`src/rtl/regfield_pkg.sv`:
```
package regfield_pkg;

   typedef enum logic [1:0] {WM_NORMAL, WM_W1C, WM_W1S} wr_mode_e;
   typedef enum logic [1:0] {HW_NONE, HW_UNCOND, HW_ENABLED} hw_mode_e;
   typedef enum logic [1:0] {GATE_NONE, GATE_HIGH, GATE_LOW} gate_mode_e;
   typedef enum logic [2:0] {SEL_HOLD, SEL_SW, SEL_HW, SEL_RDCLR, SEL_PULSE} upd_sel_e;

   function automatic int lane_of(input int bitpos);
      return bitpos / 8;
   endfunction

endpackage

```
`src/rtl/regfield_sw_path.sv`:
```
module regfield_sw_path
   import regfield_pkg::*;
#(
   parameter int         BUS_W   = 32,
   parameter int         FIELD_W = 12,
   parameter int         LSB     = 8,
   parameter wr_mode_e   WR_MODE = WM_NORMAL,
   parameter gate_mode_e SW_GATE = GATE_NONE
) (
   input  logic [FIELD_W-1:0] cur,
   input  logic               sw_wr,
   input  logic               sw_wgate,
   input  logic [BUS_W-1:0]   sw_wdata,
   input  logic [BUS_W/8-1:0] sw_be,
   output logic               sw_hit,
   output logic [FIELD_W-1:0] sw_val,
   output logic [FIELD_W-1:0] lane_mask
);
   localparam int LO_LANE = lane_of(LSB);
   localparam int HI_LANE = lane_of(LSB + FIELD_W - 1);
   localparam int N_LANES = HI_LANE - LO_LANE + 1;

   logic [FIELD_W-1:0] fdata;
   logic               gate_ok;
   logic               unused_sw;

   assign fdata     = sw_wdata[LSB +: FIELD_W];
   assign unused_sw = ^{sw_wdata, sw_be, sw_wgate};

   // write gate polarity
   if (SW_GATE == GATE_HIGH) begin : g_gate_hi
      assign gate_ok = sw_wgate;
   end else if (SW_GATE == GATE_LOW) begin : g_gate_lo
      assign gate_ok = ~sw_wgate;
   end else begin : g_gate_none
      assign gate_ok = 1'b1;
   end

   assign sw_hit = sw_wr & gate_ok;

   if (WR_MODE == WM_W1C) begin : g_w1c
      assign sw_val    = cur & ~fdata;
      assign lane_mask = '1;
   end else if (WR_MODE == WM_W1S) begin : g_w1s
      assign sw_val    = cur | fdata;
      assign lane_mask = '1;
   end else begin : g_lanes
      for (genvar j = 0; j < N_LANES; j++) begin : g_lane
         localparam int LO = 8 * j;
         localparam int HI = (j == N_LANES - 1) ? FIELD_W - 1 : 8 * j + 7;
         logic en;
         assign en                = sw_be[LO_LANE + j];
         assign sw_val[HI:LO]     = en ? fdata[HI:LO] : cur[HI:LO];
         assign lane_mask[HI:LO]  = {(HI - LO + 1){en}};
      end
   end

endmodule

```
`src/rtl/regfield_hw_path.sv`:
```
module regfield_hw_path
   import regfield_pkg::*;
#(
   parameter hw_mode_e HW_MODE   = HW_ENABLED,
   parameter bit       HW_EN_LOW = 1'b0
) (
   input  logic hw_we,
   output logic hw_hit
);
   logic unused_hw;
   assign unused_hw = hw_we;

   if (HW_MODE == HW_UNCOND) begin : g_uncond
      assign hw_hit = 1'b1;
   end else if (HW_MODE == HW_ENABLED) begin : g_enabled
      // an active-low enable is inverted before use
      assign hw_hit = hw_we ^ HW_EN_LOW;
   end else begin : g_none
      assign hw_hit = 1'b0;
   end

endmodule

```
`src/rtl/regfield_prio.sv`:
```
module regfield_prio
   import regfield_pkg::*;
#(
   parameter bit HW_PRIO      = 1'b0,
   parameter bit RD_CLR       = 1'b0,
   parameter bit SINGLE_PULSE = 1'b0
) (
   input  logic     sw_hit,
   input  logic     hw_hit,
   input  logic     sw_rd,
   output upd_sel_e sel
);
   logic     first_hit, second_hit;
   upd_sel_e first_sel, second_sel;

   if (HW_PRIO) begin : g_hw_first
      assign first_hit  = hw_hit;
      assign first_sel  = SEL_HW;
      assign second_hit = sw_hit;
      assign second_sel = SEL_SW;
   end else begin : g_sw_first
      assign first_hit  = sw_hit;
      assign first_sel  = SEL_SW;
      assign second_hit = hw_hit;
      assign second_sel = SEL_HW;
   end

   always_comb begin
      if (first_hit)              sel = first_sel;
      else if (second_hit)        sel = second_sel;
      else if (RD_CLR && sw_rd)   sel = SEL_RDCLR;
      else if (SINGLE_PULSE)      sel = SEL_PULSE;
      else                        sel = SEL_HOLD;
   end

endmodule

```
`src/rtl/regfield_cell.sv`:
```
module regfield_cell
   import regfield_pkg::*;
#(
   parameter int                 BUS_W        = 32,
   parameter int                 FIELD_W      = 12,
   parameter int                 LSB          = 8,
   parameter logic [FIELD_W-1:0] RESET_VAL    = '0,
   parameter wr_mode_e           WR_MODE      = WM_NORMAL,
   parameter hw_mode_e           HW_MODE      = HW_ENABLED,
   parameter bit                 HW_EN_LOW    = 1'b0,
   parameter gate_mode_e         SW_GATE      = GATE_NONE,
   parameter bit                 HW_PRIO      = 1'b0,
   parameter bit                 RD_CLR       = 1'b0,
   parameter bit                 SINGLE_PULSE = 1'b0
) (
   input  logic               clk,
   input  logic               rst_n,
   input  logic               sw_wr,
   input  logic [BUS_W-1:0]   sw_wdata,
   input  logic [BUS_W/8-1:0] sw_be,
   input  logic               sw_wgate,
   input  logic               sw_rd,
   input  logic [FIELD_W-1:0] hw_wdata,
   input  logic               hw_we,
   output logic [FIELD_W-1:0] field_q
);
   // elaboration-time parameter checks
   if (FIELD_W < 1 || FIELD_W > 32) begin : g_bad_width
      $error("regfield_cell: FIELD_W must lie in 1..32");
   end
   if (LSB % 8 != 0) begin : g_bad_align
      $error("regfield_cell: LSB must be byte aligned");
   end
   if (LSB + FIELD_W > BUS_W || BUS_W % 8 != 0) begin : g_bad_fit
      $error("regfield_cell: field must fit a byte-multiple bus word");
   end

   logic               sw_hit, hw_hit;
   logic [FIELD_W-1:0] sw_val, lane_mask, nxt;
   upd_sel_e           sel;

   regfield_sw_path #(
      .BUS_W(BUS_W), .FIELD_W(FIELD_W), .LSB(LSB),
      .WR_MODE(WR_MODE), .SW_GATE(SW_GATE)
   ) u_sw (
      .cur(field_q), .sw_wr(sw_wr), .sw_wgate(sw_wgate), .sw_wdata(sw_wdata),
      .sw_be(sw_be), .sw_hit(sw_hit), .sw_val(sw_val), .lane_mask(lane_mask)
   );

   regfield_hw_path #(.HW_MODE(HW_MODE), .HW_EN_LOW(HW_EN_LOW)) u_hw (
      .hw_we(hw_we), .hw_hit(hw_hit)
   );

   regfield_prio #(
      .HW_PRIO(HW_PRIO), .RD_CLR(RD_CLR), .SINGLE_PULSE(SINGLE_PULSE)
   ) u_prio (
      .sw_hit(sw_hit), .hw_hit(hw_hit), .sw_rd(sw_rd), .sel(sel)
   );

   always_comb begin
      case (sel)
         SEL_SW:              nxt = sw_val;
         SEL_HW:              nxt = hw_wdata;
         SEL_RDCLR, SEL_PULSE: nxt = '0;
         default:             nxt = field_q;
      endcase
   end

   always_ff @(posedge clk) begin
      if (!rst_n) field_q <= RESET_VAL;
      else        field_q <= nxt;
   end

   // ---------------- assertions ----------------
   p_reset_val_r1: assert property (@(posedge clk) !rst_n |=> field_q == RESET_VAL);

   p_lane_keep_r2: assert property (@(posedge clk) disable iff (!rst_n)
      (sel == SEL_SW && WR_MODE == WM_NORMAL)
      |=> ((field_q ^ $past(field_q)) & ~$past(lane_mask)) == '0);

   p_gate_block_r3: assert property (@(posedge clk) disable iff (!rst_n)
      (sw_wr && !sw_hit) |-> sel != SEL_SW);

   p_hw_load_r4: assert property (@(posedge clk) disable iff (!rst_n)
      sel == SEL_HW |=> field_q == $past(hw_wdata));

   p_uncond_end_r5: assert property (@(posedge clk) disable iff (!rst_n)
      HW_MODE == HW_UNCOND |-> (sel == SEL_SW || sel == SEL_HW));

   p_prio_r6: assert property (@(posedge clk) disable iff (!rst_n)
      (sw_hit && hw_hit) |-> sel == (HW_PRIO ? SEL_HW : SEL_SW));

   p_w1c_r7: assert property (@(posedge clk) disable iff (!rst_n)
      (sel == SEL_SW && WR_MODE == WM_W1C)
      |=> (field_q & $past(sw_wdata[LSB +: FIELD_W])) == '0);

   p_w1s_r8: assert property (@(posedge clk) disable iff (!rst_n)
      (sel == SEL_SW && WR_MODE == WM_W1S)
      |=> (field_q & $past(sw_wdata[LSB +: FIELD_W])) == $past(sw_wdata[LSB +: FIELD_W]));

   p_rdclr_r9: assert property (@(posedge clk) disable iff (!rst_n)
      sel == SEL_RDCLR |=> field_q == '0);

   p_pulse_r10: assert property (@(posedge clk) disable iff (!rst_n)
      sel == SEL_PULSE |=> field_q == '0);

   p_hold_r12: assert property (@(posedge clk) disable iff (!rst_n)
      sel == SEL_HOLD |=> $stable(field_q));

endmodule

```
`config.mk`:
```
export PLATFORM = sky130hd
export DESIGN_NAME = regfield_cell
export DESIGN_NICKNAME = d
export VERILOG_FILES = /design/src/rtl/regfield_pkg.sv /design/src/rtl/regfield_sw_path.sv /design/src/rtl/regfield_hw_path.sv /design/src/rtl/regfield_prio.sv /design/src/rtl/regfield_cell.sv
export SDC_FILE = /design/constraint.sdc
export NUM_CORES = 1
export LEC_CHECK = 0
export BUFFER_PORTS_ARGS = -buffer_cell sky130_fd_sc_hd__buf_2
export CAP_MARGIN = 20
export CELL_PAD_IN_SITES_DETAIL_PLACEMENT = 1
export CELL_PAD_IN_SITES_GLOBAL_PLACEMENT = 1
export CORE_MARGIN = 5
export CORE_UTILIZATION = 26
export DETAILED_ROUTE_END_ITERATION = 8
export PLACE_DENSITY_LB_ADDON = 0.3
export SLEW_MARGIN = 20
export SYNTH_ARGS = -nofsm -noshare
export SYNTH_HDL_FRONTEND = slang
export SYNTH_HIERARCHICAL = 1
export SYNTH_SLANG_ARGS = --single-unit
```
`constraint.sdc`:
```
create_clock -name clk -period 1.33 [get_ports clk]
set_clock_uncertainty 0.15 [all_clocks]
set_input_delay 0.1995 -clock clk [delete_from_list [all_inputs] [get_ports clk]]
set_output_delay 0.1995 -clock clk [all_outputs]
set_load 0.05 [all_outputs]
```
==> results.md <==
* Setup violators final at 0
* Gp weighted congestion at 0.7059
* CP max FO at 4
* Vias in the first global route at 1,042
* Worst Path Arrival at 1.20 ns
* Worst setup endpoint: field_q[6]
* Finished Layout Cells at 202
* TritonCTS Buffers at 3
* Clk buf depth at 2
* R2R setup slack at 0.09 ns
* Initial Utilization at 26.27%
* Ys Warns at 6
* Hold WS at 0.06642 ns
* CP startpoint: field_q[6]
* Grt ovf at 0
* Hold_buf cts at 0
* Seq. cell area at 255.2 um^2
* Total power at 0.9942 mW
* Clock tree root driver cell: clkbuf_8
* Internal at 0.6972 mW
* Sequential share of power at 39.2%
* Achievable Freq at a little over 0.8 GHz
* Final layout net count at 210
* Crit end category: register
* I/O Buffers at 41
* Inst Count DP at 199
* Initial DRC Count at 39
* Fin crit share at 93.43%
* Skew-Pair Late Insertion Delay at 0.24 ns
* Core ar. at 0.003606 mm^2
* Comb pwr share at between 20% and 30%
* Syn Nets at between 150 and 200
* WP data required at ~1.3 ns
* CTS clk-pin slew, worst paths at 0.05 ns
* Antenna Nets Post-Route at 0
* Avg Inst Size Synth at 8.165 um^2
* Die Area at 0.004950 mm^2
* H-tree depth at 1
* First-pass GRT wire length at 4.871 mm
* Worst R2R Start: field_q[6]
* Top Registers: field_q: 12 flops
* Worst r2r dst: field_q[6]
* RSZ-0062 raised after global routing: no
* Multi-input logic area at 616.8 um^2
* Drt first pass iters at 3
* Die width at 70.36 um
* Status: finished, final reports clean
* CP Class: reg2reg
* TritonCTS clock tree: done
* Initial antenna violation count at 0
* CTS sink count at 12
* DP Worst Slack at -0.1392 ns
* FP Rows at 22
* Largest net degree at the start of global routing at 28
* Worst VDD drop at 0.0002226 V
* Clock Power Share at around a third
* Crit start category: register
* Post-CTS sizing at 0
* Max Slew Vio Count at 0
* Hold WC Path Type: in2reg
* Biggest register: field_q
* Max cap viols at 0
* Pwr/cell area at 800.2 mW/mm^2
* Residual DRC count at 0
* IO Pins at 66
* Via Count at 961
* Vias/cell at approximately 4.8
* Post-DP HPWL at 2.174 mm
* Sw power at 0.2970 mW
* Die H at 70.36 um
* Area growth, synth to finish at 31.18%
* ANT cells at 0
* WL final at roughly 2.9 mm
* Lkg Pwr at 0.5362 nW
* Post CTS Setup Buffer Count at 0
* Mapped Area at 947.2 um^2
* Crit path time final at around 1.2 ns
* Cells after synthesis at 116
* Hold path depth at 3
* Final Hold Viols at 0
* PnR worst setup slack at 0.08736 ns
* GRT Resource Usage Total at 12.13%
* Routed WL per cell at 14.59 um
* Filler Cells Inserted at 449
* Ratio of cells with drive above 1 in the final layout at a little over 50%
* R2R depth at 4
* Net Sw Frac at between 20% and 30%
* Max FFs per register at 12
-- power by group through the flow --
stage | combinational (mW) | sequential [mW] | clock [mW]
2_1_floorplan | 0.137 | 0.444 | 0
5_1_grt | 0.287 | 0.392 | 0.359
3_5_place_dp | 0.261 | 0.397 | 0
6_report | 0.264 | 0.389 | 0.341
3_3_place_gp | 0.257 | 0.395 | 0
4_1_cts | 0.262 | 0.390 | 0.351
-- per-stage QoR --
step	TNS, ns	area (um^2)	utilization (%)
6_report	0	1242	34.46
5_1_grt	0	1242	34.46
4_1_cts	0	1242	34.46
3_5_place_dp	-0.9311	1201	33.31
3_3_place_gp	-0.7343	1201	33.31
2_1_floorplan	0	962.2	-
-- worst min-delay path by stage --
stage,slack (ns),startpoint,to
floorplan,0.19,rst_n,field_q[3]
detailed placement,0.32,hw_wdata[1],field_q[1]
global placement,0.31,hw_wdata[3],field_q[3]
CTS,0.06,hw_wdata[1],field_q[1]
global route,0.07,hw_wdata[1],field_q[1]
finish,0.07,hw_wdata[8],field_q[8]
-- per-layer routing --
layer	vias to the layer above	GRT usage [%]	wire length [um]
li1	484	-	-
met1	452	14.62	1320
met2	23	20.48	1420
met3	2	3.165	178
met4	0	4.468	28
met5	-	0	0
-- critical path, stage by stage, from the launching register on --
cell and delay (ns):
dfxtp_2 0.33, mux2_4 0.26, nor3b_1 0.13, o21ai_0 0.15, a31oi_1 0.09
-- layout make-up --
| type | count | share of cell area (%) |
|---|---|---|
| Timing Repair Buffer | 49 | 21.35 |
| Sequential cell | 12 | 20.54 |
| Inverter | 1 | 0.3021 |
| Clock buffer | 3 | 3.323 |
| Tap cell | 48 | 4.834 |
| Multi-Input combinational cell | 89 | 49.65 |
-- placed cells by master, fill, tap and decap left out, types with 3 or more instances in the layout --
| cell type | count |
|---|---|
| and2_1 | 13 |
| clkbuf_8 | 3 |
| mux2_4 | 8 |
| buf_4 | 8 |
| a31oi_1 | 12 |
| mux2_2 | 4 |
| o21ai_0 | 5 |
| o21ai_1 | 19 |
| buf_2 | 41 |
| dfxtp_2 | 12 |
| nor3b_1 | 12 |
| nand2_1 | 12 |
(Power assumes the default switching activity.)
